## src/rtl/spi_link_pkg.sv

```systemverilog
package spi_link_pkg;
  localparam int ADDR_W   = 7;
  localparam int DATA_W   = 8;
  localparam int CRC_W    = 8;
  localparam int CMD_W    = 1 + ADDR_W + DATA_W;
  localparam int FRAME_W  = CMD_W + CRC_W;
  localparam logic [CRC_W-1:0] CRC_POLY = 8'h07;

  // MSB first, start 0, no final xor
  function automatic logic [CRC_W-1:0] crc_calc(input logic [CMD_W-1:0] d);
    logic [CRC_W-1:0] c;
    logic fb;
    c = '0;
    for (int i = CMD_W - 1; i >= 0; i--) begin
      fb = c[CRC_W-1] ^ d[i];
      c  = {c[CRC_W-2:0], 1'b0};
      if (fb) c = c ^ CRC_POLY;
    end
    return c;
  endfunction
endpackage

```

## src/rtl/spi_edge_rx.sv

```systemverilog
module spi_edge_rx import spi_link_pkg::*; #(
  parameter int ONES_LEN = 64,
  parameter int CNT_W    = 8
) (
  input  logic               clk_i,
  input  logic               rst_ni,
  input  logic               sclk_i,
  input  logic               cs_ni,
  input  logic               sdi_i,
  output logic               rise_o,
  output logic               frame_start_o,
  output logic               frame_end_o,
  output logic               ones_hit_o,
  output logic               flushed_o,
  output logic [CNT_W-1:0]   bit_cnt_o,
  output logic [FRAME_W-1:0] shift_o
);
  localparam int ONES_W = $clog2(ONES_LEN + 1);

  logic              sclk_q, cs_q, flushed_q;
  logic [ONES_W-1:0] ones_q;
  logic [CNT_W-1:0]  cnt_q;
  logic [FRAME_W-1:0] shift_q;

  assign rise_o        = sclk_i & ~sclk_q & ~cs_ni;
  assign frame_start_o = cs_q & ~cs_ni;
  assign frame_end_o   = ~cs_q & cs_ni;
  assign ones_hit_o    = rise_o & sdi_i & (ones_q == ONES_W'(ONES_LEN - 1));
  assign flushed_o     = flushed_q;
  assign bit_cnt_o     = cnt_q;
  assign shift_o       = shift_q;

  always_ff @(posedge clk_i or negedge rst_ni) begin
    if (!rst_ni) begin
      sclk_q    <= 1'b0;
      cs_q      <= 1'b1;
      flushed_q <= 1'b0;
      ones_q    <= '0;
      cnt_q     <= '0;
      shift_q   <= '0;
    end else begin
      sclk_q <= sclk_i;
      cs_q   <= cs_ni;
      if (ones_hit_o)         flushed_q <= 1'b1;
      else if (frame_start_o) flushed_q <= 1'b0;
      if (frame_start_o)      cnt_q <= CNT_W'(rise_o);
      else if (ones_hit_o)    cnt_q <= '0;
      else if (rise_o)        cnt_q <= cnt_q + 1'b1;
      if (rise_o) begin
        shift_q <= {shift_q[FRAME_W-2:0], sdi_i};
        if (!sdi_i || ones_hit_o) ones_q <= '0;
        else                      ones_q <= ones_q + 1'b1;
      end
    end
  end
endmodule

```

## src/rtl/spi_cmd_eval.sv

```systemverilog
module spi_cmd_eval import spi_link_pkg::*; #(
  parameter int               CNT_W     = 8,
  parameter logic [ADDR_W-1:0] SRST_ADDR = 7'h11
) (
  input  logic               clk_i,
  input  logic               rst_ni,
  input  logic               crc_en_i,
  input  logic               frame_end_i,
  input  logic               ones_hit_i,
  input  logic               flushed_i,
  input  logic [CNT_W-1:0]   bit_cnt_i,
  input  logic [FRAME_W-1:0] shift_i,
  input  logic               addr_valid_i,
  input  logic               addr_ro_i,
  input  logic [DATA_W-1:0]  reg_rdata_i,
  output logic [ADDR_W-1:0]  reg_addr_o,
  output logic [DATA_W-1:0]  reg_wdata_o,
  output logic               reg_we_o,
  output logic [CMD_W-1:0]   rsp_o,
  output logic               err_clk_o,
  output logic               err_crc_o,
  output logic               err_rd_o,
  output logic               err_wr_o,
  output logic               rst_seen_o,
  output logic               rst_req_o
);
  logic [CMD_W-1:0] cmd;
  logic [CRC_W-1:0] rx_crc;
  logic end_ok, cnt_bad, len_ok, crc_bad, cmd_go, is_rd;
  logic rd_ok, wr_ok, rd_bad, wr_bad, accepted, srst_hit, soft_go, armed_q;

  assign cmd     = crc_en_i ? shift_i[FRAME_W-1:CRC_W] : shift_i[CMD_W-1:0];
  assign rx_crc  = shift_i[CRC_W-1:0];
  assign is_rd   = cmd[CMD_W-1];
  assign reg_addr_o  = cmd[CMD_W-2:DATA_W];
  assign reg_wdata_o = cmd[DATA_W-1:0];

  assign end_ok   = frame_end_i & ~flushed_i;
  assign cnt_bad  = bit_cnt_i[2:0] != 3'd0;
  assign len_ok   = bit_cnt_i == (crc_en_i ? CNT_W'(FRAME_W) : CNT_W'(CMD_W));
  assign crc_bad  = crc_en_i & (crc_calc(cmd) != rx_crc);
  assign cmd_go   = end_ok & ~cnt_bad & len_ok & ~crc_bad;
  assign rd_ok    = cmd_go & is_rd & addr_valid_i;
  assign wr_ok    = cmd_go & ~is_rd & addr_valid_i & ~addr_ro_i;
  assign rd_bad   = cmd_go & is_rd & ~addr_valid_i;
  assign wr_bad   = cmd_go & ~is_rd & (~addr_valid_i | addr_ro_i);
  assign accepted = rd_ok | wr_ok;
  assign reg_we_o = wr_ok;
  assign srst_hit = wr_ok & (reg_addr_o == SRST_ADDR);
  assign soft_go  = srst_hit & armed_q & (reg_wdata_o[1:0] == 2'b10);

  always_ff @(posedge clk_i or negedge rst_ni) begin
    if (!rst_ni) begin
      rsp_o      <= '0;
      armed_q    <= 1'b0;
      err_clk_o  <= 1'b0;
      err_crc_o  <= 1'b0;
      err_rd_o   <= 1'b0;
      err_wr_o   <= 1'b0;
      rst_seen_o <= 1'b0;
      rst_req_o  <= 1'b0;
    end else begin
      if (ones_hit_i) begin
        rsp_o   <= '0;
        armed_q <= 1'b0;
      end else begin
        if (end_ok)
          rsp_o <= rd_ok ? {cmd[CMD_W-1:DATA_W], reg_rdata_i} : (wr_ok ? cmd : '0);
        if (srst_hit) armed_q <= (reg_wdata_o[1:0] == 2'b11);
      end
      if (accepted) begin
        err_clk_o <= 1'b0;
        err_crc_o <= 1'b0;
        err_rd_o  <= 1'b0;
        err_wr_o  <= 1'b0;
      end else begin
        if (end_ok && cnt_bad)                      err_clk_o <= 1'b1;
        if (end_ok && !cnt_bad && len_ok && crc_bad) err_crc_o <= 1'b1;
        if (rd_bad) err_rd_o <= 1'b1;
        if (wr_bad) err_wr_o <= 1'b1;
      end
      rst_req_o <= ones_hit_i | soft_go;
      if (ones_hit_i || soft_go) rst_seen_o <= 1'b1;
      else if (rd_ok)            rst_seen_o <= 1'b0;
    end
  end


  we_at_frame_end_chk: assert property (@(posedge clk_i) disable iff (!rst_ni)
    reg_we_o |-> (frame_end_i && bit_cnt_i[2:0] == 3'd0));

  we_only_writable_chk: assert property (@(posedge clk_i) disable iff (!rst_ni)
    reg_we_o |-> (addr_valid_i && !addr_ro_i));

  clk_err_cause_chk: assert property (@(posedge clk_i) disable iff (!rst_ni)
    $rose(err_clk_o) |-> $past(bit_cnt_i[2:0] != 3'd0));

  crc_err_needs_en_chk: assert property (@(posedge clk_i) disable iff (!rst_ni)
    $rose(err_crc_o) |-> $past(crc_en_i));

  req_marks_seen_chk: assert property (@(posedge clk_i) disable iff (!rst_ni)
    rst_req_o |-> rst_seen_o);
endmodule

```

## src/rtl/spi_tx.sv

```systemverilog
module spi_tx import spi_link_pkg::*; (
  input  logic             clk_i,
  input  logic             rst_ni,
  input  logic             cs_ni,
  input  logic             frame_start_i,
  input  logic             rise_i,
  input  logic [CMD_W-1:0] rsp_i,
  output logic             sdo_o
);
  logic [FRAME_W-1:0] tx_q;

  assign sdo_o = ~cs_ni & tx_q[FRAME_W-1];

  always_ff @(posedge clk_i or negedge rst_ni) begin
    if (!rst_ni)            tx_q <= '0;
    else if (frame_start_i) tx_q <= {rsp_i, crc_calc(rsp_i)};
    else if (rise_i)        tx_q <= {tx_q[FRAME_W-2:0], 1'b0};
  end


  sdo_idle_chk: assert property (@(posedge clk_i) disable iff (!rst_ni)
    cs_ni |-> !sdo_o);
endmodule

```

## src/rtl/spi_reg_link.sv

```systemverilog
module spi_reg_link import spi_link_pkg::*; #(
  parameter int               ONES_LEN  = 64,
  parameter int               CNT_W     = 8,
  parameter logic [ADDR_W-1:0] SRST_ADDR = 7'h11
) (
  input  logic              clk_i,
  input  logic              rst_ni,
  input  logic              sclk_i,
  input  logic              cs_ni,
  input  logic              sdi_i,
  output logic              sdo_o,
  input  logic              crc_en_i,
  output logic [ADDR_W-1:0] reg_addr_o,
  output logic [DATA_W-1:0] reg_wdata_o,
  output logic              reg_we_o,
  input  logic [DATA_W-1:0] reg_rdata_i,
  input  logic              addr_valid_i,
  input  logic              addr_ro_i,
  output logic              err_clk_o,
  output logic              err_crc_o,
  output logic              err_rd_o,
  output logic              err_wr_o,
  output logic              rst_seen_o,
  output logic              rst_req_o
);
  logic rise, frame_start, frame_end, ones_hit, flushed;
  logic [CNT_W-1:0]   bit_cnt;
  logic [FRAME_W-1:0] shift;
  logic [CMD_W-1:0]   rsp;

  spi_edge_rx #(.ONES_LEN(ONES_LEN), .CNT_W(CNT_W)) i_rx (
    .clk_i, .rst_ni, .sclk_i, .cs_ni, .sdi_i,
    .rise_o(rise), .frame_start_o(frame_start), .frame_end_o(frame_end),
    .ones_hit_o(ones_hit), .flushed_o(flushed), .bit_cnt_o(bit_cnt), .shift_o(shift)
  );

  spi_cmd_eval #(.CNT_W(CNT_W), .SRST_ADDR(SRST_ADDR)) i_eval (
    .clk_i, .rst_ni, .crc_en_i,
    .frame_end_i(frame_end), .ones_hit_i(ones_hit), .flushed_i(flushed),
    .bit_cnt_i(bit_cnt), .shift_i(shift),
    .addr_valid_i, .addr_ro_i, .reg_rdata_i,
    .reg_addr_o, .reg_wdata_o, .reg_we_o, .rsp_o(rsp),
    .err_clk_o, .err_crc_o, .err_rd_o, .err_wr_o, .rst_seen_o, .rst_req_o
  );

  spi_tx i_tx (
    .clk_i, .rst_ni, .cs_ni,
    .frame_start_i(frame_start), .rise_i(rise), .rsp_i(rsp), .sdo_o
  );
endmodule

```

## config.mk

```make
export PLATFORM = sky130hd
export DESIGN_NAME = spi_reg_link
export DESIGN_NICKNAME = d
export VERILOG_FILES = /design/src/rtl/spi_link_pkg.sv /design/src/rtl/spi_edge_rx.sv /design/src/rtl/spi_cmd_eval.sv /design/src/rtl/spi_tx.sv /design/src/rtl/spi_reg_link.sv
export SDC_FILE = /design/constraint.sdc
export NUM_CORES = 1
export LEC_CHECK = 0
export ABC_AREA = 1
export ABC_CLOCK_PERIOD_IN_PS = 2750
export BUFFER_PORTS_ARGS = -buffer_cell sky130_fd_sc_hd__buf_2
export CAP_MARGIN = 20
export CORE_MARGIN = 4
export CORE_UTILIZATION = 55
export DETAILED_ROUTE_END_ITERATION = 12
export GPL_ROUTABILITY_DRIVEN = 1
export PLACE_DENSITY = 0.76
export REMOVE_ABC_BUFFERS = 1
export SLEW_MARGIN = 10
export SYNTH_ARGS = -nofsm -noshare
export SYNTH_HDL_FRONTEND = slang
export SYNTH_HIERARCHICAL = 1
export SYNTH_SLANG_ARGS = --single-unit
export TNS_END_PERCENT = 100
```

## constraint.sdc

```tcl
create_clock -name clk_i -period 2.75 [get_ports clk_i]
set_input_delay 0.4125 -clock clk_i [delete_from_list [all_inputs] [get_ports clk_i]]
set_output_delay 0.4125 -clock clk_i [all_outputs]
set_load 0.02 [all_outputs]
```

# Yosys cells after proc, flatten, opt, wreduce, memory -nomap -nowiden
# Cells that the tools add are included.
# classes
addsub,2
n_reduce_logical,19
mux,73
bitwise,94
n_eq_ne,6
# op_table
operator,n
8-bit two-way mux,18
3-bit two-way mux,32
3-bit NOT,30
16-bit two-way mux,5
24-bit two-way mux,2
1-bit XOR,25
1-bit bitwise AND,22
2-bit nonzero test,9
1-bit two-way mux,14
1-bit NOT,9
"8-bit by 1-bit adder with 8-bit output, second input constant",1
8-bit equality test,1
8-bit != test,1
"7-bit by 1-bit adder with 7-bit output, second input constant",1
"7-bit by 5-bit equality test with 1-bit output, second input constant",1
"7-bit by 6-bit equality test with 1-bit output, second input constant",1
7-bit two-way mux,1
3-bit nonzero test,2
"1-bit XOR, first input constant",5
"2-bit equality test, second input constant",2
1-bit logical AND,4
4-bit two-way mux,1
1-bit OR,3
1-bit logical NOT,2
1-bit logical OR,2
# word_totals
input_bits,16
word_cells,209
output_inout_bits,23
ff_bits,89

# Longest topological paths before layout
# depth
ltp_word,48
ltp_mapped,28
mapped_depth_nobuf,26

# Cells and area by module
# The synthesis kept the hierarchy.
# by_module_without_submodules
mod,instances,cells_each,seq_area_each_um2,area_per_inst_um2
spi_cmd_eval,1,406,575.6,2353.5
spi_edge_rx,1,220,1052.3,1866.8
spi_tx,1,248,600.6,1627.8

# Worst setup path after synthesis
# Ideal clock, no wire load.
# synth_timing
kind,input to output
startpoint,input crc_en_i
endpoint,output reg_we_o
path_slack_ps,-223
t_required_ps,2338
path_buffers,2
arrival_time_ps,2561
cell_stages,19
cell_sequence,buf_6 -> inv_4 -> buf_6 -> nand2_1 -> nand2_1 -> ha_1 -> inv_1 -> nand2_1 -> nand3_1 -> nand2_1 -> nand2_1 -> nand2_1 -> xor2_1 -> nand3_1 -> nor2_2 -> nand3_2 -> nand2_4 -> nand4_2 -> inv_1
# synth_between
elab_chain_cells,20
elab_cells_between_ends,58
classes_between,eq/ne: 2; mux: 18; bitwise: 38
# synth_lines
element,line,rtl
from (decl),spi_reg_link.sv:12,"input logic crc_en_i,"
16-bit two-way mux *,spi_cmd_eval.sv:32,assign cmd = crc_en_i ? shift_i[FRAME_W-1:CRC_W] : shift_i[CMD_W-1:0];
via reg_addr_o[4],spi_reg_link.sv:13,"output logic [ADDR_W-1:0] reg_addr_o,"
1-bit XOR *,spi_link_pkg.sv:15,fb = c[CRC_W-1] ^ d[i];
3-bit two-way mux *,spi_link_pkg.sv:17,if (fb) c = c ^ CRC_POLY;
3-bit NOT (no line),-,
3-bit two-way mux,spi_link_pkg.sv:17,
3-bit NOT (no line),-,
3-bit two-way mux,spi_link_pkg.sv:17,
[... 3 more ...],-,
3-bit two-way mux,spi_link_pkg.sv:17,
3-bit NOT (no line),-,
3-bit two-way mux,spi_link_pkg.sv:17,
8-bit != test *,spi_cmd_eval.sv:41,assign crc_bad = crc_en_i & (crc_calc(cmd) != rx_crc);
1-bit bitwise AND *,spi_cmd_eval.sv:41,
1-bit NOT *,spi_cmd_eval.sv:42,assign cmd_go = end_ok & ~cnt_bad & len_ok & ~crc_bad;
1-bit bitwise AND *,spi_cmd_eval.sv:42,
1-bit bitwise AND * (3 in series),spi_cmd_eval.sv:44,assign wr_ok = cmd_go & ~is_rd & addr_valid_i & ~addr_ro_i;
to (decl),spi_reg_link.sv:15,"output logic reg_we_o,"
# Mark *: on every way through the listed nets, which the timed path passes. The rest lies on a longest branch.

# Worst setup path in the final report
# layout_timing
startpoint,"register i_rx.shift_q[12], in the netlist i_rx/shift_o[12]"
endpoint,register i_eval.rst_req_o
# layout_between
elab_chain_cells,24
elab_cells_between_ends,33
classes_between,eq/ne: 2; mux: 10; bitwise: 21
# layout_lines
element,line,rtl
from (decl),spi_edge_rx.sv:23,logic [FRAME_W-1:0] shift_q;
from (signal assigned),spi_edge_rx.sv:50,"shift_q <= {shift_q[FRAME_W-2:0], sdi_i};"
16-bit two-way mux *,spi_cmd_eval.sv:32,
1-bit XOR,spi_link_pkg.sv:15,
3-bit two-way mux,spi_link_pkg.sv:17,
3-bit NOT (no line),-,
3-bit two-way mux,spi_link_pkg.sv:17,
3-bit NOT (no line),-,
3-bit two-way mux,spi_link_pkg.sv:17,
1-bit XOR,spi_link_pkg.sv:15,
[... 5 more ...],-,
8-bit != test,spi_cmd_eval.sv:41,
1-bit bitwise AND,spi_cmd_eval.sv:41,
1-bit NOT,spi_cmd_eval.sv:42,
1-bit bitwise AND,spi_cmd_eval.sv:42,
1-bit bitwise AND (3 in series),spi_cmd_eval.sv:44,
1-bit bitwise AND *,spi_cmd_eval.sv:49,assign srst_hit = wr_ok & (reg_addr_o == SRST_ADDR);
1-bit bitwise AND * (2 in series),spi_cmd_eval.sv:50,assign soft_go = srst_hit & armed_q & (reg_wdata_o[1:0] == 2'b10);
1-bit OR *,spi_cmd_eval.sv:82,rst_req_o <= ones_hit_i | soft_go;
to (signal assigned),spi_cmd_eval.sv:82,
to (decl),spi_cmd_eval.sv:25,output logic rst_req_o
# Mark *: on every way between the ends. The rest lies on a longest branch, timed or not.
# A chain may end at the register's enable or synchronous reset.

==> flow_summary.ini <==
[status]
status = complete, but fails checks
violations = setup timing

[synthesis]
syn_inst = 874
yosysUniqueCellTypes = 42
synth-seq-cells = 89
ys_seq_area_share_pct = 38.10
yosysWarnings = 6
synthesis.area_mm2 = 0.005848
syn_area_per_cell_um2 = 6.691
synth_area_leader_cell = dfrtp_1
synth_area_leaders = dfrtp_1, nand2_1, nand3_1, inv_1, nor2_1
synth_top_area_share_pct = 37.66

[clock_network]
root_buffer = clkbuf_8
cts_max_level = 3
cts_tree = yes
cts_hold_buf = 0
cts_sinks = 89
clk_path_buf_depth = 2
cts_buffers = 9
clk_latency_ns = 0.36
clkTransAtPathRegs_ns = 0.09

[grt]
antenna_found_initial = 0
grt_pass1_wl_mm = 25.59
grt_max_degree = 90
grt_overflow = 0
grt_usage_pct = 25.04
grt_pass1_vias = 5420

[placement]
port_buffers = 38
dp_cells = 1097
gp_congestion = 0.9167
pre_cts_slack_ns = -0.2700
hpwl_mm = 11.06
placed_area_mm2 = 0.006614

[detailed_routing]
ant_nets = 0
route.met3.wl_um = 676
wl_met1_mm = 6.914
drcViolationCount = 0
num_vias = 5980
wl_per_cell_um = 13.94
dr.pass1.iters = 5
top_layer = met4
dr_wl_met2_mm = 7.976
avgViaCountPerCell = 5.246
drt_iter0_markers = 344
routed_wl_mm = 15.90

[setup_path]
critPathArrivalTime_ns = 3.29
end_kind = flip-flop
worst-path-buf-inv = 10
worstSetupPathType = reg2reg
crit_family = simple AND/OR/NAND/NOR gates
cp_slowest_stage_delay_ns = 0.44
crit_path_max_fanout = 4
cpMostUsedCell = nand2_1
worst_setup_path_start_kind = flip-flop
critPathRequiredTime_ns = 2.99
slowest_stage = dfrtp_2

[timing]
fin_crit_sh_pct = 111.0
fmax_ghz = 0.3277
setup_tns_ns = -1.855
setup_ws_ns = -0.3016
setup_violations = 15
rsz0062_at_grt = true
period_minus_slack_ns = 3.052
hold_violations = 0
slew_headroom_pct = 33.99
fin_hold_ws_ns = 0.07367
worst_pin_slew_ns = 0.9865
skew_ns = 0.008519
drv_slew = 0

[die]
core_area_mm2 = 0.01032
die_area_mm2 = 0.01235
start_util_pct = 56.65
io_pins = 39
die_width_um = 111.1
die_h_um = 111.1
rows = 37

[cells_and_area]
n_fill_cell = 853
drive_gt1_share_pct = 28.78
regArea_mm2 = 0.002233
diodes = 0
area_growth_pct = 26.29
finalNonFillerCells = 1140
fin_nets = 1020
stdcell_area_mm2 = 0.007386
final_util_pct = 71.54
multi_input_area_mm2 = 0.003403

[power]
power.leakage_nw = 3.965
p_per_area_mw_per_mm2 = 485.6
ir_worst_vdd_mv = 0.3205
report.power.total_mw = 3.587

[run]
drv_cap = 0

[hold_path]
hold_path.class = in2async
[cells in the mapped netlist, drive strengths merged]
cell type,instances
nand2,411
inv,98
dfrtp,88
nand3,74
nor2,58
o21ai,35
buf,18
nor3,16
o22ai,14
nand4,12
xor2,12
a21oi,9
clkbuf,6
xnor2,5
ha,4
a31oi,2
clkinv,2
nand3b,2
nor4,2
a21boi,1
a21o,1
a221oi,1
dfstp,1
o311ai,1
or2,1
[placed cells by master (no fill, tap or decap), types with 9 or more instances in the layout]
cell / netlist / layout
buf_4: 1 / 92
nand4_1: 10 / 10
nand3_1: 72 / 57
inv_2: 6 / 14
nor2_1: 51 / 50
nand2_4: 5 / 14
a21oi_1: 9 / 9
nor3_1: 16 / 16
nand3_2: 2 / 17
clkbuf_8: 0 / 9
dfrtp_1: 88 / 84
nand2_1: 386 / 345
nand2_2: 20 / 50
o22ai_1: 14 / 14
xor2_1: 11 / 11
o21ai_0: 15 / 15
o21ai_2: 8 / 13
buf_6: 9 / 9
buf_2: 8 / 35
inv_1: 91 / 81
[sequential cells by signal (all words and copies together), names as in the netlist]
name               cells
i_rx/cs_q              1
i_eval/armed_q         1
i_eval/rst_seen_o      1
i_eval/err_crc_o       1
i_eval/err_clk_o       1
i_tx/tx_q             24
i_eval/err_rd_o        1
i_eval/rst_req_o       1
i_rx/sclk_q            1
i_eval/rsp_o          16
i_rx/flushed_o         1
i_rx/bit_cnt_o         8
i_eval/err_wr_o        1
i_rx/shift_o          24
i_rx/ones_q            7
[cells by family after synthesis]
family | share of synthesized area (%)
AOI/OAI and AO/OA | 6.547
and+or+nand+nor | 42.32
xor gates and xnor gates | 2.674
adders and majority gates | 0.8558
buffers and inverters | 9.499
DFF | 38.10
[cell type report]
type | count | share of cell area, %
Clock buffer | 9 | 1.677
Multi-Input combinational cell | 661 | 46.08
Inverter | 100 | 5.353
Tap cell | 136 | 2.304
Clock inverter | 6 | 0.6099
Timing Repair Buffer | 139 | 13.74
Sequential cell | 89 | 30.24
[report_power, final]
part,switching (mW),internal (mW)
logic,0.759,0.502
registers,0.0915,1.42
clock network,0.491,0.326
[routing by layer]
| layer | up-vias | track usage [%] |
|---|---|---|
| li1 | 2991 | - |
| met1 | 2805 | 33.16 |
| met2 | 153 | 41.95 |
| met3 | 31 | 4.039 |
| met4 | 0 | 8.354 |
| met5 | - | 0 |
[what timing repair did]
item / 4_1_cts / 5_1_grt
pin swaps: 11 / 37
setup endpoints to repair: 1 / 24
setup buffers: 14 / 14
resized for setup: 19 / 95
[path summary, 6_finish.rpt]
path | start | to | slack [ns] | cells after the start
max reg2reg | i_rx/shift_o[12] | i_eval/rst_req_o | -0.30 | 28
min in group clk_i | cs_ni | i_rx/cs_q | 0.23 | 1
min | rst_ni | i_rx/bit_cnt_o[7] | 0.07 | 2
min reg2reg | i_tx/tx_q[6] | i_tx/tx_q[6] | 0.49 | 2
max | i_rx/shift_o[12] | i_eval/rst_req_o | -0.30 | 28
max in group asynchronous | rst_ni | i_rx/shift_o[12] | 2.28 | 2
[worst reg2reg max path, delay by kind of cell (launching register included)]
kind	cells	cell delay, ns
flip-flops	1	0.44
AND/OR/NAND/NOR	18	1.47
buffers and inverters	10	1.04
Note: power is estimated with default switching activity, not from simulation.
